## config.mk

```make
export PLATFORM = sky130hd
export DESIGN_NAME = touch_fifo
export DESIGN_NICKNAME = d
export VERILOG_FILES = /design/src/rtl/tsf_pkg.sv /design/src/rtl/tsf_store.sv /design/src/rtl/tsf_ctl.sv /design/src/rtl/tsf_regs.sv /design/src/rtl/touch_fifo.sv
export SDC_FILE = /design/constraint.sdc
export NUM_CORES = 1
export LEC_CHECK = 0
export BUFFER_PORTS_ARGS = -buffer_cell sky130_fd_sc_hd__buf_4
export CORE_UTILIZATION = 55
export CTS_CLUSTER_SIZE = 10
export DETAILED_ROUTE_END_ITERATION = 7
export HOLD_SLACK_MARGIN = 0.05
export PLACE_DENSITY = 0.73
export SLEW_MARGIN = 20
export SYNTH_ARGS = -nofsm -noshare
export SYNTH_HDL_FRONTEND = slang
export SYNTH_SLANG_ARGS = --single-unit
export TNS_END_PERCENT = 10
```

## constraint.sdc

```tcl
create_clock -name clk -period 8.2 [get_ports clk]
set_input_delay 0 -clock clk [delete_from_list [all_inputs] [get_ports clk]]
set_output_delay 0 -clock clk [all_outputs]
set_load 0.05 [all_outputs]
```

## src/rtl/tsf_pkg.sv

```systemverilog
package tsf_pkg;
    localparam int WORD_W    = 32;
    localparam int PEN_BIT   = 31;
    localparam int X_LSB     = 16;
    localparam int Y_LSB     = 0;
    localparam int EMPTY_BIT = 7;
    localparam int OVR_BIT   = 8;
    localparam int CNT_LSB   = 16;
    localparam int THR4_BIT  = 11;

    typedef enum logic [1:0] {
        ADR_STATUS = 2'd0,
        ADR_CTRL   = 2'd1,
        ADR_DATA   = 2'd2,
        ADR_NONE   = 2'd3
    } reg_addr_e;
endpackage

```

## src/rtl/tsf_store.sv

```systemverilog
module tsf_store #(
    parameter int DEPTH = 16,
    parameter int AW    = 4,
    parameter int W     = 32
) (
    input  logic          clk,
    input  logic          we,
    input  logic [AW-1:0] waddr,
    input  logic [W-1:0]  wdata,
    input  logic [AW-1:0] raddr,
    output logic [W-1:0]  rdata
);
    logic [W-1:0] cells [DEPTH];

    // One register per entry; each loads only when addressed.
    for (genvar i = 0; i < DEPTH; i++) begin : g_cell
        logic [W-1:0] cell_q;
        always_ff @(posedge clk) begin
            if (we && (waddr == AW'(i))) begin
                cell_q <= wdata;
            end
        end
        assign cells[i] = cell_q;
    end

    assign rdata = cells[raddr];
endmodule

```

## src/rtl/tsf_ctl.sv

```systemverilog
module tsf_ctl #(
    parameter int DEPTH = 16,
    parameter int AW    = 4,
    parameter int CW    = 5
) (
    input  logic          clk,
    input  logic          rst_n,
    input  logic          push,
    input  logic          pop_req,
    input  logic          flush,
    output logic          wr_en,
    output logic [AW-1:0] wr_ptr,
    output logic [AW-1:0] rd_ptr,
    output logic [CW-1:0] count,
    output logic          ovr
);
    localparam logic [CW-1:0] FULL_C = CW'(DEPTH);
    localparam logic [CW-1:0] ONE_C  = CW'(1);
    localparam logic [AW-1:0] LAST_C = AW'(DEPTH - 1);

    typedef struct packed {
        logic [AW-1:0] wp;
        logic [AW-1:0] rp;
        logic [CW-1:0] cnt;
        logic          ovr;
    } ctl_t;

    ctl_t st_q, st_d;
    logic can_pop, do_push;

    always_comb begin
        st_d    = st_q;
        can_pop = 1'b0;
        do_push = 1'b0;
        if (flush) begin
            st_d = '0;
        end else begin
            can_pop = pop_req && (st_q.cnt != '0);
            // A pop in the same cycle frees the slot the push needs.
            do_push = push && ((st_q.cnt != FULL_C) || can_pop);
            if (push && !do_push) begin
                st_d.ovr = 1'b1;
            end
            if (do_push) begin
                st_d.wp = (st_q.wp == LAST_C) ? '0 : st_q.wp + 1'b1;
            end
            if (can_pop) begin
                st_d.rp = (st_q.rp == LAST_C) ? '0 : st_q.rp + 1'b1;
            end
            case ({do_push, can_pop})
                2'b10:   st_d.cnt = st_q.cnt + ONE_C;
                2'b01:   st_d.cnt = st_q.cnt - ONE_C;
                default: st_d.cnt = st_q.cnt;
            endcase
            // Draining the last word by a read releases the overrun flag.
            if (can_pop && !do_push && (st_q.cnt == ONE_C)) begin
                st_d.ovr = 1'b0;
            end
        end
    end

    always_ff @(posedge clk) begin
        if (!rst_n) begin
            st_q <= '0;
        end else begin
            st_q <= st_d;
        end
    end

    assign wr_en  = do_push;
    assign wr_ptr = st_q.wp;
    assign rd_ptr = st_q.rp;
    assign count  = st_q.cnt;
    assign ovr    = st_q.ovr;
endmodule

```

## src/rtl/tsf_regs.sv

```systemverilog
module tsf_regs
    import tsf_pkg::*;
#(
    parameter int CW     = 5,
    parameter int THR_HI = 4
) (
    input  logic              clk,
    input  logic              rst_n,
    input  logic              reg_rd,
    input  logic              reg_wr,
    input  logic [1:0]        reg_addr,
    input  logic [WORD_W-1:0] reg_wdata,
    input  logic              flush,
    input  logic [CW-1:0]     count,
    input  logic              ovr,
    input  logic [WORD_W-1:0] head,
    output logic              pop_req,
    output logic [WORD_W-1:0] reg_rdata,
    output logic              irq
);
    localparam logic [CW-1:0] THR_HI_C = CW'(THR_HI);
    localparam logic [CW-1:0] THR_LO_C = CW'(1);

    typedef struct packed {
        logic [WORD_W-1:0] ctrl;
        logic [WORD_W-1:0] rdata;
    } regs_t;

    regs_t rg_q, rg_d;
    logic [WORD_W-1:0] stat_w;
    logic              empty;
    logic [CW-1:0]     thr;
    reg_addr_e         adr;

    assign adr   = reg_addr_e'(reg_addr);
    assign empty = (count == '0);

    always_comb begin
        stat_w                   = '0;
        stat_w[EMPTY_BIT]        = empty;
        stat_w[OVR_BIT]          = ovr;
        stat_w[CNT_LSB +: CW]    = count;
    end

    always_comb begin
        rg_d = rg_q;
        if (reg_wr && (adr == ADR_CTRL)) begin
            rg_d.ctrl = reg_wdata;
        end
        if (reg_rd) begin
            case (adr)
                ADR_STATUS: rg_d.rdata = stat_w;
                ADR_CTRL:   rg_d.rdata = rg_q.ctrl;
                ADR_DATA:   rg_d.rdata = (flush || empty) ? '0 : head;
                default:    rg_d.rdata = '0;
            endcase
        end
    end

    always_ff @(posedge clk) begin
        if (!rst_n) begin
            rg_q <= '0;
        end else begin
            rg_q <= rg_d;
        end
    end

    assign pop_req   = reg_rd && (adr == ADR_DATA);
    assign thr       = rg_q.ctrl[THR4_BIT] ? THR_HI_C : THR_LO_C;
    assign irq       = ovr || (count >= thr);
    assign reg_rdata = rg_q.rdata;
endmodule

```

## src/rtl/touch_fifo.sv

```systemverilog
module touch_fifo
    import tsf_pkg::*;
#(
    parameter int DEPTH   = 16,
    parameter int COORD_W = 10,
    parameter int THR_HI  = 4
) (
    input  logic               clk,
    input  logic               rst_n,
    input  logic               smp_valid,
    input  logic               smp_pen_up,
    input  logic [COORD_W-1:0] smp_x,
    input  logic [COORD_W-1:0] smp_y,
    input  logic               flush,
    input  logic               reg_rd,
    input  logic               reg_wr,
    input  logic [1:0]         reg_addr,
    input  logic [31:0]        reg_wdata,
    output logic [31:0]        reg_rdata,
    output logic               irq
);
    localparam int AW = (DEPTH > 1) ? $clog2(DEPTH) : 1;
    localparam int CW = $clog2(DEPTH + 1);

    logic [WORD_W-1:0] push_word;
    logic [WORD_W-1:0] head_word;
    logic              wr_en;
    logic              pop_req;
    logic [AW-1:0]     wr_ptr;
    logic [AW-1:0]     rd_ptr;
    logic [CW-1:0]     fill_cnt;
    logic              ovr_flag;

    always_comb begin
        push_word                      = '0;
        push_word[PEN_BIT]             = smp_pen_up;
        push_word[X_LSB +: COORD_W]    = smp_x;
        push_word[Y_LSB +: COORD_W]    = smp_y;
    end

    tsf_ctl #(.DEPTH(DEPTH), .AW(AW), .CW(CW)) u_ctl (
        .clk     (clk),
        .rst_n   (rst_n),
        .push    (smp_valid),
        .pop_req (pop_req),
        .flush   (flush),
        .wr_en   (wr_en),
        .wr_ptr  (wr_ptr),
        .rd_ptr  (rd_ptr),
        .count   (fill_cnt),
        .ovr     (ovr_flag)
    );

    tsf_store #(.DEPTH(DEPTH), .AW(AW), .W(WORD_W)) u_store (
        .clk   (clk),
        .we    (wr_en),
        .waddr (wr_ptr),
        .wdata (push_word),
        .raddr (rd_ptr),
        .rdata (head_word)
    );

    tsf_regs #(.CW(CW), .THR_HI(THR_HI)) u_regs (
        .clk       (clk),
        .rst_n     (rst_n),
        .reg_rd    (reg_rd),
        .reg_wr    (reg_wr),
        .reg_addr  (reg_addr),
        .reg_wdata (reg_wdata),
        .flush     (flush),
        .count     (fill_cnt),
        .ovr       (ovr_flag),
        .head      (head_word),
        .pop_req   (pop_req),
        .reg_rdata (reg_rdata),
        .irq       (irq)
    );
endmodule

```

Word level (Yosys, flattened, before mapping):

Index checks and enable logic that the tools add are counted.

* memory bits (read-only): 0
* memories: 0
* output and inout port bits: 33
* RAM bits: 0
* word-level logic and storage cells: 96
* bits in registers: 414
* bits in latches: 0

* shift-type cells: 0
* mux-type cells: 10
* magnitude comparators: 2
* div/mod/pow operators: 0
* equal/unequal tests: 22
* bitwise gates (word level): 2
* add/subtract/negate cells: 4
* $mul: 0
* reductions and logical operators: 34

Operator list (count)
* $bmux 32 s4: 1
* $mux 32: 3
* $pmux 32 s3: 1
* $eq 4x4->1 const B: 9
* $logic_and 1x1->1: 23
* $eq 4x3->1 const B: 4
* $pmux 5 s2: 1
* $add 4x1->4 const B: 2
* $eq 4x2->1 const B: 2
* $mux 4: 2
* $add 5x1->5 const B: 1
* $eq 5x1->1 const B: 1
* $ge 5x5->1: 1
* $ge 5x5->1 const B: 1
* $logic_not 5->1: 1
* $ne 5x5->1 const B: 1
* $not 4->5: 1
* $reduce_bool 5->1: 1
* $sub 5x1->5 const B: 1
* $eq 2x1->1 const B: 2
* $eq 2x2->1 const B: 2
* $eq 4x1->1 const B: 1
* $logic_not 4->1: 1
* $logic_or 1x1->1: 3
* other kinds (8): 8

Logic depth before layout (Yosys ltp):

* depth in word-level cells: 9
* depth in mapped cells: 9

Cells and area by module:

A second synthesis with hierarchy kept.

* cell total of the unflattened synthesis: 1305
* area, all modules: 23371.2 um^2

Modules (own cells, without submodules)
* tsf_store: seq. area each 15374.7 um^2, area an instance 19194.7 um^2, instances 1, cells each 806
* tsf_regs: seq. area each 1281.2 um^2, area an instance 3325.7 um^2, instances 1, cells each 400
* tsf_ctl: seq. area each 280.3 um^2, area an instance 847.1 um^2, instances 1, cells each 98
* touch_fifo: seq. area each 0.0 um^2, area an instance 3.8 um^2, instances 1, cells each 1

Worst setup path after synthesis:

No wires, ideal clock.

* kind: register -> register
* start point: register u_ctl.st_q (netlist bit u_ctl.count[0])
* end point: register u_store.g_cell[10].cell_q[0], enable pin
* arrival time: 2.431 ns
* period minus slack after synthesis: 2.830 ns
* library setup time: 0.399 ns
* data required time: 7.801 ns
* slack: 5.370 ns
* cell stages (with the launch flop): 7
* path through: dfxtp_1 > inv_1 > ha_1 > nand4bb_1 > o21ai_2 > or3b_2 > nor2_1

* longest elaborated chain between the ends: 6
* elaborated cells between the ends (all ways): 7

RTL lines
* start: declaration: RTL line tsf_ctl.sv:28 `ctl_t st_q, st_d;`
* start signal: assignment: RTL line tsf_ctl.sv:66 `st_q <= st_d;`
* $reduce_bool 5->1: RTL line tsf_ctl.sv:38 `can_pop = pop_req && (st_q.cnt != '0);`
* $logic_and 1x1->1: RTL line tsf_ctl.sv:38
* $logic_or 1x1->1 (*): RTL line tsf_ctl.sv:40 `do_push = push && ((st_q.cnt != FULL_C) || can_pop);`
* $logic_and 1x1->1 (*): RTL line tsf_ctl.sv:40
* $mux 1 (*): RTL line tsf_ctl.sv:35 `if (flush) begin`
* $logic_and 1x1->1 (*): RTL line tsf_store.sv:19 `if (we && (waddr == AW'(i))) begin`
* end signal: assignment: RTL line tsf_store.sv:20 `cell_q <= wdata;`
* end: declaration: RTL line tsf_store.sv:17 `logic [W-1:0] cell_q;`

Every way passes the cells marked *; elsewhere a longest branch is shown, timed or not.
A chain may end at the register's enable or synchronous reset.

Final worst setup path:

* start point: register u_ctl.st_q (netlist bit u_ctl.rd_ptr[0])
* end point: register u_regs.rg_q (netlist bit u_regs.reg_rdata[31])

* longest elaborated chain between the ends: 6

RTL lines
* $not 4->5 (implied by the code): RTL line tsf_store.sv:26 `assign rdata = cells[raddr];`
* $bmux 32 s4: RTL line tsf_store.sv:26
* $mux 32 (implied by the code) (2 in a row): RTL line tsf_store.sv:26
* $mux 32: RTL line tsf_regs.sv:54 `ADR_DATA: rg_d.rdata = (flush || empty) ? '0 : head;`
* $pmux 32 s3: RTL line tsf_regs.sv:51 `case (adr)`
* end signal: assignment: RTL line tsf_regs.sv:64 `rg_q <= rg_d;`
* end: declaration: RTL line tsf_regs.sv:29 `regs_t rg_q, rg_d;`

Every way passes these cells. The select of a mux whose other input is x is not followed.

==> results.toml <==
[global_routing]
antenna_violations_before_repair = 1
pin_count_of_the_biggest_net_entering_global_routing = 55
grtUsageTotal = 0.248
globalRoute.totalOverflow = 0
grt_first_pass_wirelength_um = 56800
first_global_vias = 9649

[flow_run]
maxCapViolations = 0

[final_layout]
nFillCells = 2002
drive_gt1_frac = 0.215
layout.core_utilization = 0.655
finalInstanceArea_um2 = 19400
syn_to_final_growth_pct = 17.4
nNetsFinal = 1244
n_antenna_cell = 0

[clock_network]
worstSkewPairLatency_ns = 0.56
clock_pin_transition_on_the_worst_setup_and_hold_timing_paths_ns = 0.06
h-tree-depth = 2
tritoncts = "built"
cts.repair.resized = 0
postCtsSetupBuffers = 0
clk_path_buf_depth = 3
cts_inserted_buffers = 47
numClockSinks = 414
root_buffer = "clkbuf_16"

[sta]
setup-violations-final = 0
hold_ws_ns = 0.0761
max_slew.worst_pin.slew_ns = 1.13
setup_total_negative_slack_ns = 0
grt_setup_unrepaired = "false"
timing.final.crit_share = 0.356
max_clock_freq_mhz = 343
post-route-min-period_ns = 2.92
fin_worst_skew_ns = 0.0196
final_hold_viol_count = 0
slew_headroom = 0.246
timing.final.max_slew_violations = 0

[floorplan]
row_count = 63
die_h_um = 175
floorplan.die.width_um = 175
io_pins = 94
starting_density_of_the_core = 0.558
coreArea_um2 = 29600
die_area_um2 = 30700

[setup_path]
worstSetupStartpointType = "flip-flop"
worst_r2r_startpoint = "u_ctl.rd_ptr[0]"
worst-setup-path-type = "flip-flop to flip-flop"
endpoint_kind = "flip-flop"
timing.rr.end = "u_regs.reg_rdata[31]"
cp_data_arrival_time_ns = 3.34
timing.reg2reg.worst_path_depth = 4
data_required_time_at_the_worst_endpoint_ns = 8.62
worst_path_max_fanout = 54
worst_reg2reg_setup_slack_ns = 5.28

[route]
route.detailed.vias_per_inst = 6.04
drt-pass1-iter-count = 7
route.final.wire_length_um = 37800
drt_first_iter_violations = 902
via_count = 9659
post_drt_wl_per_cell_um = 23.6
detail-route-antenna-nets = 0
post-route-drc-count = 2

[min_path]
holdPathStages = 4
worst_hold_path_type = "input pin to flip-flop"
min-delay-start = "reg_addr[0]"
worst_hold_path.endpoint = "u_regs.reg_rdata[7]"

[logic_synthesis]
synth.yosys.seq_area_share = 0.706
synthFlopType = "edfxtp_1"
synth_area_leader_cell = "edfxtp_1"
synth-warning-count = 0
synth_area_per_cell_um2 = 16.0
ys_seq_elements = 414
number_of_synthesized_flops_with_an_enable_pin = 336
synth_top_cells_by_area = "edfxtp_1, dfxtp_1, mux2i_1"
synth_fp_nets = 1107
synth_top_cells_by_count = "edfxtp_1, mux2i_1, nand2_1, dfxtp_1, a21oi_1"
async_flop_share = 0
syn-instance-count = 1034
yosysUniqueCellTypes = 53
post_synth_instance_area_um2 = 16500
synth.most_common_cell = "edfxtp_1"
yosys.area.top_type_share = 0.611

[placed_design]
place.gp.congestion = 0.788
port_buffers = 93
dpl_cell_area_um2 = 17400
post-dp-hpwl_um = 21500

[pwr]
power_per_cell_area_nw_per_um2 = 226
power.leakage_nw = 6.17
vdd_ir_drop_max_uv = 161

[outcome]
outcome = "finished with violations"
failed_checks = "design-rule violations"
==> cell families (layout without fill, tap and decap cells) <==
logic type | count (synthesis) | after routing | synth area share
compound gates | 189 | 189 | 0.0746
xor+xnor | 6 | 6 | 0.00318
fa+ha+maj | 12 | 12 | 0.00910
buf+inv | 99 | 274 | 0.0376
flops | 414 | 414 | 0.706
mux | 139 | 139 | 0.116
simple gates | 175 | 175 | 0.0534
==> cells in the final DEF, fill, tap and decap left out, types with 6 or more instances in the layout <==
cell type	count
edfxtp_1	336
buf_4	120
mux2i_1	95
nand2_1	84
dfxtp_1	76
a21oi_1	69
dlygate4sd3_1	60
a22oi_1	52
clkbuf_16	49
mux4_2	42
clkbuf_1	35
nand3_1	26
a31oi_1	23
o21ai_0	22
nor2_2	15
nor2_1	13
ha_1	12
a22oi_2	9
inv_1	6
nand2b_1	6
o2bb2ai_1	6
==> layout make-up <==
| cell class | count | area, µm² | share of cell area |
|---|---|---|---|
| clock inverters | 2 | 25.0 | 0.00129 |
| well taps | 390 | 488 | 0.0252 |
| repair buffers | 180 | 1500 | 0.0775 |
| clock buffers | 85 | 1370 | 0.0708 |
| multi-input cells | 521 | 4300 | 0.222 |
| flip-flops and latches | 414 | 11700 | 0.602 |
| inverters | 7 | 26.3 | 0.00136 |
==> worst max path at each step <==
stage | from | to | slack (ns) | depth (start not counted)
detailed placement | u_ctl.rd_ptr[0] | u_regs.reg_rdata[31] | 5.28 | 4
floorplan | u_ctl.count[0] | u_store.g_cell[10].cell_q[0] | 5.37 | 6
global placement | u_ctl.rd_ptr[0] | u_regs.reg_rdata[20] | 5.36 | 4
global route | u_ctl.rd_ptr[0] | u_regs.reg_rdata[31] | 5.12 | 4
CTS | u_ctl.rd_ptr[0] | u_regs.reg_rdata[31] | 5.29 | 4
finish | u_ctl.rd_ptr[0] | u_regs.reg_rdata[31] | 5.28 | 4
==> registers in the layout (all words and copies together), names as in the netlist <==
signal	cells
u_ctl.wr_ptr	4
u_ctl.count	5
u_ctl.ovr	1
u_regs.rg_q	32
u_store.g_cell.cell_q	336
u_ctl.rd_ptr	4
u_regs.reg_rdata	32
==> metrics by stage <==
step | worst slack (ns) | total power [W] | cells
2_1_floorplan | 5.37 | 0.00242 | 1034
3_3_place_gp | 5.36 | 0.00249 | 1452
3_5_place_dp | 5.28 | 0.00249 | 1452
4_1_cts | 5.29 | 0.00440 | 1599
5_1_grt | 5.12 | 0.00450 | 1599
6_report | 5.28 | 0.00438 | 1599
==> worst max-delay path: stages, from the launching register on <==
cell     delay [ns]
dfxtp_4        0.89
buf_4          0.88
mux4_2         0.60
a22oi_1        0.22
a31oi_1        0.11
==> report_power, final <==
part           total (W)  leakage, nW  switching, W  internal [W]
combinational   0.000177         1.84      0.000107     0.0000697
clock            0.00191        0.666      0.000782       0.00112
sequential       0.00230         3.66     0.0000106       0.00229
total            0.00438         6.17      0.000900       0.00348
==> what timing repair did <==
action,CTS,global route
endpoints found under the setup margin,0,0
hold buffers,60,0
endpoints found under the hold margin,404,0
==> layer usage <==
layer / global-route usage / wire length [µm]
met5: 0 / 13
met4: 0.0587 / 706
met3: 0.0550 / 3240
met2: 0.400 / 17700
met1: 0.347 / 16100
Power figures use the tool's default switching activity.
